===== src/rtl/lcd_pixtime_pkg.sv =====
package lcd_pixtime_pkg;
  typedef enum logic {
    ST_IDLE = 1'b0,
    ST_RUN  = 1'b1
  } run_state_e;
endpackage


===== src/rtl/lcd_cfg_latch.sv =====
module lcd_cfg_latch #(
  parameter int unsigned W = 8
) (
  input  logic         clk_i,
  input  logic         rst_ni,
  input  logic         load_i,
  input  logic [W-1:0] d_i,
  output logic [W-1:0] q_o
);
  logic [W-1:0] q_q;

  always_ff @(posedge clk_i or negedge rst_ni) begin
    if (!rst_ni)     q_q <= '0;
    else if (load_i) q_q <= d_i;
  end

  assign q_o = q_q;
endmodule


===== src/rtl/lcd_pos_counter.sv =====
module lcd_pos_counter
  import lcd_pixtime_pkg::*;
#(
  parameter int unsigned H_W = 12,
  parameter int unsigned F_W = 20
) (
  input  logic           clk_i,
  input  logic           rst_ni,
  input  logic           enable_i,
  input  logic [H_W-1:0] h_per_i,
  input  logic [F_W-1:0] f_per_i,
  output logic           run_o,
  output logic [H_W-1:0] h_o,
  output logic [F_W-1:0] f_o,
  output logic           wrap_o,
  output logic           load_o
);
  run_state_e     st_q;
  logic [H_W-1:0] h_q;
  logic [F_W-1:0] f_q;
  logic           h_end, f_end;

  assign h_end = (h_q == h_per_i - H_W'(1));
  assign f_end = (f_q == f_per_i - F_W'(1));

  always_ff @(posedge clk_i or negedge rst_ni) begin
    if (!rst_ni) begin
      st_q <= ST_IDLE;
      h_q  <= '0;
      f_q  <= '0;
    end else begin
      case (st_q)
        ST_IDLE: begin
          h_q <= '0;
          f_q <= '0;
          if (enable_i) st_q <= ST_RUN;
        end
        default: begin
          if (f_end) begin
            h_q <= '0;
            f_q <= '0;
            if (!enable_i) st_q <= ST_IDLE;
          end else begin
            f_q <= f_q + F_W'(1);
            h_q <= h_end ? '0 : h_q + H_W'(1);
          end
        end
      endcase
    end
  end

  assign run_o  = (st_q == ST_RUN);
  assign h_o    = h_q;
  assign f_o    = f_q;
  assign wrap_o = run_o & f_end;
  // active set tracks inputs while idle, refreshes at frame wrap
  assign load_o = ~run_o | wrap_o;
endmodule


===== src/rtl/lcd_out_stage.sv =====
module lcd_out_stage #(
  parameter int unsigned H_W   = 12,
  parameter int unsigned F_W   = 20,
  parameter int unsigned PIX_W = 24
) (
  input  logic             clk_i,
  input  logic             rst_ni,
  input  logic             run_i,
  input  logic             wrap_i,
  input  logic [H_W-1:0]   h_i,
  input  logic [F_W-1:0]   f_i,
  input  logic [H_W-1:0]   h_pw_i,
  input  logic [F_W-1:0]   vs_len_i,
  input  logic [H_W-1:0]   h_st_i,
  input  logic [H_W-1:0]   h_en_i,
  input  logic [F_W-1:0]   v_st_i,
  input  logic [F_W-1:0]   v_en_i,
  input  logic [H_W-1:0]   skew_i,
  input  logic             hs_low_i,
  input  logic             vs_low_i,
  input  logic             rec_i,
  input  logic [PIX_W-1:0] fill_i,
  input  logic [PIX_W-1:0] border_i,
  input  logic             pix_valid_i,
  input  logic [PIX_W-1:0] pix_data_i,
  output logic             hsync_o,
  output logic             vsync_o,
  output logic             de_o,
  output logic [PIX_W-1:0] pix_o,
  output logic             uf_o
);
  localparam int unsigned NSYNC = 2;

  logic [F_W-1:0]   sync_pos [NSYNC];
  logic [F_W-1:0]   sync_lim [NSYNC];
  logic [NSYNC-1:0] sync_hit, sync_pol, sync_q;
  logic [F_W:0]     v_lo, v_hi, f_ext;
  logic             h_win, v_win, de_n, use_fill, de_q, uf_q;
  logic [PIX_W-1:0] pix_q;

  assign sync_pos[0] = F_W'(h_i);
  assign sync_lim[0] = F_W'(h_pw_i);
  assign sync_pos[1] = f_i;
  assign sync_lim[1] = vs_len_i;
  assign sync_pol    = {vs_low_i, hs_low_i};

  for (genvar g = 0; g < NSYNC; g++) begin : g_sync
    assign sync_hit[g] = run_i && (sync_pos[g] < sync_lim[g]);
  end

  assign f_ext = {1'b0, f_i};
  assign v_lo  = {1'b0, v_st_i} + (F_W+1)'(skew_i);
  assign v_hi  = {1'b0, v_en_i} + (F_W+1)'(skew_i);
  assign h_win = (h_i >= h_st_i) && (h_i <= h_en_i);
  assign v_win = (f_ext >= v_lo) && (f_ext <= v_hi);
  assign de_n  = run_i && h_win && v_win;
  assign use_fill = ~pix_valid_i | uf_q;

  always_ff @(posedge clk_i or negedge rst_ni) begin
    if (!rst_ni) begin
      sync_q <= '0;
      de_q   <= 1'b0;
      pix_q  <= '0;
      uf_q   <= 1'b0;
    end else begin
      sync_q <= sync_hit ^ sync_pol;
      de_q   <= de_n;
      if (!run_i)        pix_q <= '0;
      else if (!de_n)    pix_q <= border_i;
      else if (use_fill) pix_q <= fill_i;
      else               pix_q <= pix_data_i;
      // sticky underflow without recovery, cleared per frame
      if (!run_i || wrap_i)                    uf_q <= 1'b0;
      else if (de_n && !pix_valid_i && !rec_i) uf_q <= 1'b1;
    end
  end

  assign hsync_o = sync_q[0];
  assign vsync_o = sync_q[1];
  assign de_o    = de_q;
  assign pix_o   = pix_q;
  assign uf_o    = uf_q;
endmodule


===== src/rtl/lcd_pixtime_gen.sv =====
module lcd_pixtime_gen #(
  parameter int unsigned H_W   = 12,
  parameter int unsigned F_W   = 20,
  parameter int unsigned PIX_W = 24
) (
  input  logic             clk_i,
  input  logic             rst_ni,
  input  logic             enable_i,
  input  logic [H_W-1:0]   h_period_i,
  input  logic [H_W-1:0]   h_pulse_i,
  input  logic [F_W-1:0]   frame_period_i,
  input  logic [F_W-1:0]   vsync_len_i,
  input  logic [H_W-1:0]   h_start_i,
  input  logic [H_W-1:0]   h_end_i,
  input  logic [F_W-1:0]   v_start_i,
  input  logic [F_W-1:0]   v_end_i,
  input  logic [H_W-1:0]   skew_i,
  input  logic             hsync_low_i,
  input  logic             vsync_low_i,
  input  logic             recover_en_i,
  input  logic [PIX_W-1:0] fill_color_i,
  input  logic [PIX_W-1:0] border_color_i,
  input  logic             pix_valid_i,
  input  logic [PIX_W-1:0] pix_data_i,
  output logic             hsync_o,
  output logic             vsync_o,
  output logic             de_o,
  output logic [PIX_W-1:0] pix_o
);
  localparam int unsigned CFG_W = 5*H_W + 4*F_W + 2*PIX_W + 3;

  logic [CFG_W-1:0] cfg_d, cfg_q;
  logic [H_W-1:0]   a_hper, a_hpw, a_hst, a_hen, a_skew;
  logic [F_W-1:0]   a_fper, a_vsl, a_vst, a_ven;
  logic             a_hlow, a_vlow, a_rec;
  logic [PIX_W-1:0] a_fill, a_border;
  logic             run_w, wrap_w, load_w, uf_w;
  logic [H_W-1:0]   h_w;
  logic [F_W-1:0]   f_w;

  assign cfg_d = {h_period_i, h_pulse_i, h_start_i, h_end_i, skew_i,
                  frame_period_i, vsync_len_i, v_start_i, v_end_i,
                  hsync_low_i, vsync_low_i, recover_en_i,
                  fill_color_i, border_color_i};

  assign {a_hper, a_hpw, a_hst, a_hen, a_skew,
          a_fper, a_vsl, a_vst, a_ven,
          a_hlow, a_vlow, a_rec,
          a_fill, a_border} = cfg_q;

  lcd_cfg_latch #(.W(CFG_W)) u_cfg (
    .clk_i  (clk_i),
    .rst_ni (rst_ni),
    .load_i (load_w),
    .d_i    (cfg_d),
    .q_o    (cfg_q)
  );

  lcd_pos_counter #(.H_W(H_W), .F_W(F_W)) u_cnt (
    .clk_i    (clk_i),
    .rst_ni   (rst_ni),
    .enable_i (enable_i),
    .h_per_i  (a_hper),
    .f_per_i  (a_fper),
    .run_o    (run_w),
    .h_o      (h_w),
    .f_o      (f_w),
    .wrap_o   (wrap_w),
    .load_o   (load_w)
  );

  lcd_out_stage #(.H_W(H_W), .F_W(F_W), .PIX_W(PIX_W)) u_out (
    .clk_i       (clk_i),
    .rst_ni      (rst_ni),
    .run_i       (run_w),
    .wrap_i      (wrap_w),
    .h_i         (h_w),
    .f_i         (f_w),
    .h_pw_i      (a_hpw),
    .vs_len_i    (a_vsl),
    .h_st_i      (a_hst),
    .h_en_i      (a_hen),
    .v_st_i      (a_vst),
    .v_en_i      (a_ven),
    .skew_i      (a_skew),
    .hs_low_i    (a_hlow),
    .vs_low_i    (a_vlow),
    .rec_i       (a_rec),
    .fill_i      (a_fill),
    .border_i    (a_border),
    .pix_valid_i (pix_valid_i),
    .pix_data_i  (pix_data_i),
    .hsync_o     (hsync_o),
    .vsync_o     (vsync_o),
    .de_o        (de_o),
    .pix_o       (pix_o),
    .uf_o        (uf_w)
  );
endmodule


===== config.mk =====
export PLATFORM = sky130hd
export DESIGN_NAME = lcd_pixtime_gen
export DESIGN_NICKNAME = d
export VERILOG_FILES = /design/src/rtl/lcd_pixtime_pkg.sv /design/src/rtl/lcd_cfg_latch.sv /design/src/rtl/lcd_pos_counter.sv /design/src/rtl/lcd_out_stage.sv /design/src/rtl/lcd_pixtime_gen.sv
export SDC_FILE = /design/constraint.sdc
export NUM_CORES = 1
export LEC_CHECK = 0
export ABC_CLOCK_PERIOD_IN_PS = 11750
export CAP_MARGIN = 20
export CORE_AREA = 4 4 182 184
export CTS_CLUSTER_SIZE = 16
export DETAILED_ROUTE_END_ITERATION = 7
export DIE_AREA = 0 0 186 188
export HOLD_SLACK_MARGIN = 0.12
export PLACE_DENSITY = 0.76
export SYNTH_ARGS = -nofsm -noshare
export SYNTH_HDL_FRONTEND = slang
export SYNTH_SLANG_ARGS = --single-unit

===== constraint.sdc =====
create_clock -name clk_i -period 11.75 [get_ports clk_i]
set_input_delay 2.35 -clock clk_i [delete_from_list [all_inputs] [get_ports clk_i]]
set_output_delay 2.35 -clock clk_i [all_outputs]
set_load 0.005 [all_outputs]

==> flow_summary.yaml <==
logic_synthesis:
  yosys-top-cells-count: "dfrtp_1 (252), mux2_1 (151), ha_1 (122)"
  synth-edff-count: 0
  synth_nets: 1671
  synth_largest_type_area_fraction_pct: 42.9
  ys_warn_count: 0
  synth_cell_type_count: 69
  postSynthRegisterBits: 252
  yosys.cell_count.top_type: "dfrtp_1"
  synth_area_um2: 14700
  synth_area_leader: "dfrtp_1"
  ys_dominant_reg_cell: "dfrtp_1"
  synth_cells: 1328
  ys_async_sr_fraction_pct: 100
  syn_area_per_cell_um2: 11.1
  synth_sequential_area_ratio_pct: 42.9
  ys_top_cells_by_area: "dfrtp_1 (43%), mux2_1 (12%), ha_1 (10%), xnor2_1 (3.5%), mux2_2 (3.1%)"
power:
  ir_drop_mv: 0.0917
  post-layout-total-power_uw: 1860
  pwr_density_cell_nw_per_um2: 101
  leakage_uw: 0.00878
timing:
  post-route-worst-setup-slack_ps: 6850
  max_freq_ghz: 0.204
  max_slew_margin_pct: 31.2
  finalHoldViolCount: 0
  grt_setup_unrepaired: "no"
  maximum_clock_skew_at_final_layout_ps: 15.1
  worst-slew-pin-transition_ps: 1030
  finalSetupTns_ps: 0
  final.hold.worst_slack_ps: 463
  min_period_ps: 4900
  report.final.slew_viol_count: 0
  setup_failing_eps_final: 0
  min_period_over_period_pct: 41.7
global_routing:
  first_global_vias: 11100
  global_route.usage.total_pct: 20.0
  grt_pass1_wl_um: 57000
  antenna_violations_before_repair: 4
  globalRouteOverflowTotal: 0
  pin_count_of_the_biggest_net_entering_global_routing: 152
floorplanning:
  die_w_um: 186
  start_util_pct: 46.8
  placement_rows: 65
  core_um2: 31400
  ios: 246
  die-height_um: 188
  die-area_um2: 35000
critical_path:
  worstPathMaxFanout: 50
  timing.setup.critical_path_class: "register to register"
  crit_required_ps: 12170
  reg2reg_slack_ps: 6850
  capture_instance_of_the_worst_register_to_register_path: "u_out.pix_o[3]"
  critPathArrivalTime_ps: 5320
  startpoint_type: "register"
  critical_path.endpoint_type: "register"
  worst_r2r_startpoint: "u_cfg.q_o[72]"
  r2r.worst_path.cells: 19
clock_tree:
  cts.hold.buffers_added: 0
  clk_transition_reported_paths_ps: 60
  cts.htree.levels: 1
  count_of_clock_tree_sinks: 252
  maximum_root_to_sink_buffer_count: 3
  postCtsResizedCells: 0
  insertion_delay_ps: 540
  num_cts_buffers: 28
  clock_tree_from_tritoncts: "done"
  clockRootBuffer: "clkbuf_16"
  post_cts.repair.setup_buffers: 0
place:
  place_worst_setup_slack_ps: 6880
  hpwl_um: 26300
  globalplace.congestion: 0.864
  io_buffers: 245
hold_path:
  worst_hold_path.num_cells: 1
  hold_end: "u_out.sync_q[1]"
  hold_path.class: "register to register"
  hp_start: "u_cfg.q_o[49]"
drt:
  drt_first_pass_iters: 5
  first_iter_violations: 564
  antenna_left: 0
  number_of_drc_violations_after_detailed_routing: 0
  routed_via_density: 5.45
  wirelength_um: 35500
  routed_wire_length_per_instance_um: 17.9
  dr_total_vias: 10800
layout:
  area.growth.synth_to_final_pct: 25.2
  area.sequential_um2: 6310
  fillers: 2621
  fraction_of_final_layout_cells_sized_beyond_drive_strength_1_pct: 6.58
  area_of_combinational_cells_with_multiple_inputs_um2: 7780
  design.final.nets: 1903
run:
  max_cap_viol_count: 0
outcome:
  status: "finished clean"
[report_power, final]
group	switching [uW]	internal [uW]	leakage [uW]
Combinational	32.5	67.1	0.00483
Sequential	0.129	868	0.00349
Clock	343	552	0.000467
Total	376	1490	0.00878
[state kept, by name, indices dropped and copies added (netlist names)]
signal,flops
u_cnt.run_o,1
u_out.sync_q,2
u_cfg.q_o,191
u_out.de_o,1
u_cnt.h_o,12
u_out.uf_o,1
u_out.pix_o,24
u_cnt.f_o,20
[cells in the final DEF (no fill, tap or decap), drive strengths merged, types with 38 or more instances in the layout]
| cell | n |
|---|---|
| clkdlybuf4s50 | 244 |
| dfrtp | 252 |
| nand3 | 38 |
| nor2 | 97 |
| xnor2 | 58 |
| a21oi | 39 |
| inv | 83 |
| nand2 | 47 |
| ha | 122 |
| o21ai | 39 |
| xor2 | 50 |
| clkbuf | 42 |
| mux2 | 191 |
[worst max path at each step]
stage | start | to | slack, ps | depth (start not counted)
2_1_floorplan | u_cfg.q_o[72] | u_out.pix_o[10] | 7610 | 19
3_3_place_gp | u_cfg.q_o[132] | u_out.pix_o[16] | 7040 | 19
3_5_place_dp | u_cfg.q_o[72] | u_out.pix_o[5] | 6880 | 19
4_1_cts | u_cfg.q_o[132] | u_out.pix_o[3] | 6850 | 19
5_1_grt | u_cfg.q_o[132] | u_out.pix_o[3] | 6390 | 19
6_report | u_cfg.q_o[72] | u_out.pix_o[3] | 6850 | 19
[layer usage]
metal	GRT usage [%]	vias up	share of wire, %
met3	3.38	69	5.5
met1	26.9	5229	43
li1	-	5237	-
met2	32.5	288	47
met5	0	-	0
met4	6.98	0	3.5
[cell families (layout without fill, tap and decap cells)]
| logic type | Yosys count | count (layout) | share of synthesized area, % |
|---|---|---|---|
| AOI/OAI and AO/OA | 198 | 198 | 9.17 |
| xor gates and xnor gates | 108 | 108 | 6.44 |
| adders and majority gates | 124 | 124 | 10.7 |
| buffers and inverters | 134 | 386 | 4.24 |
| DFF | 252 | 252 | 42.9 |
| muxes | 217 | 217 | 16.4 |
| other | 0 | 4 | 0 |
| and+or+nand+nor | 295 | 295 | 10.2 |
[per-stage QoR]
stage                     instances  util (%)  instance area, um2
after floorplan                1328         -               14700
after global placement         1932      55.5               17400
after detailed placement       1932      55.5               17400
after CTS                      1982      58.6               18400
after global routing           1986      58.6               18400
final                          1986      58.6               18400
[cell type report]
class	count	share of cell area, %
diodes	4	0.0544
clock buffers	42	4.54
clock inverters	8	0.639
inverters	83	1.69
multi-input cells	942	42.3
flip-flops and latches	252	34.3
well taps	402	2.73
repair buffers	253	13.8
[worst max-delay path, cell delays in order (launching register included)]
cell,delay (ps)
dfrtp_1,390
ha_1,300
a21o_1,160
a21oi_1,220
o21bai_1,120
and4_1,200
o21ai_0,350
a21oi_1,300
and4b_1,280
nor4b_1,290
ha_1,160
and4_1,180
nand3_1,90
or2_2,300
o22ai_1,140
o2111ai_1,200
a311oi_4,300
buf_4,470
nor2_1,90
a211oi_1,240
Power figures use the tool's default switching activity.
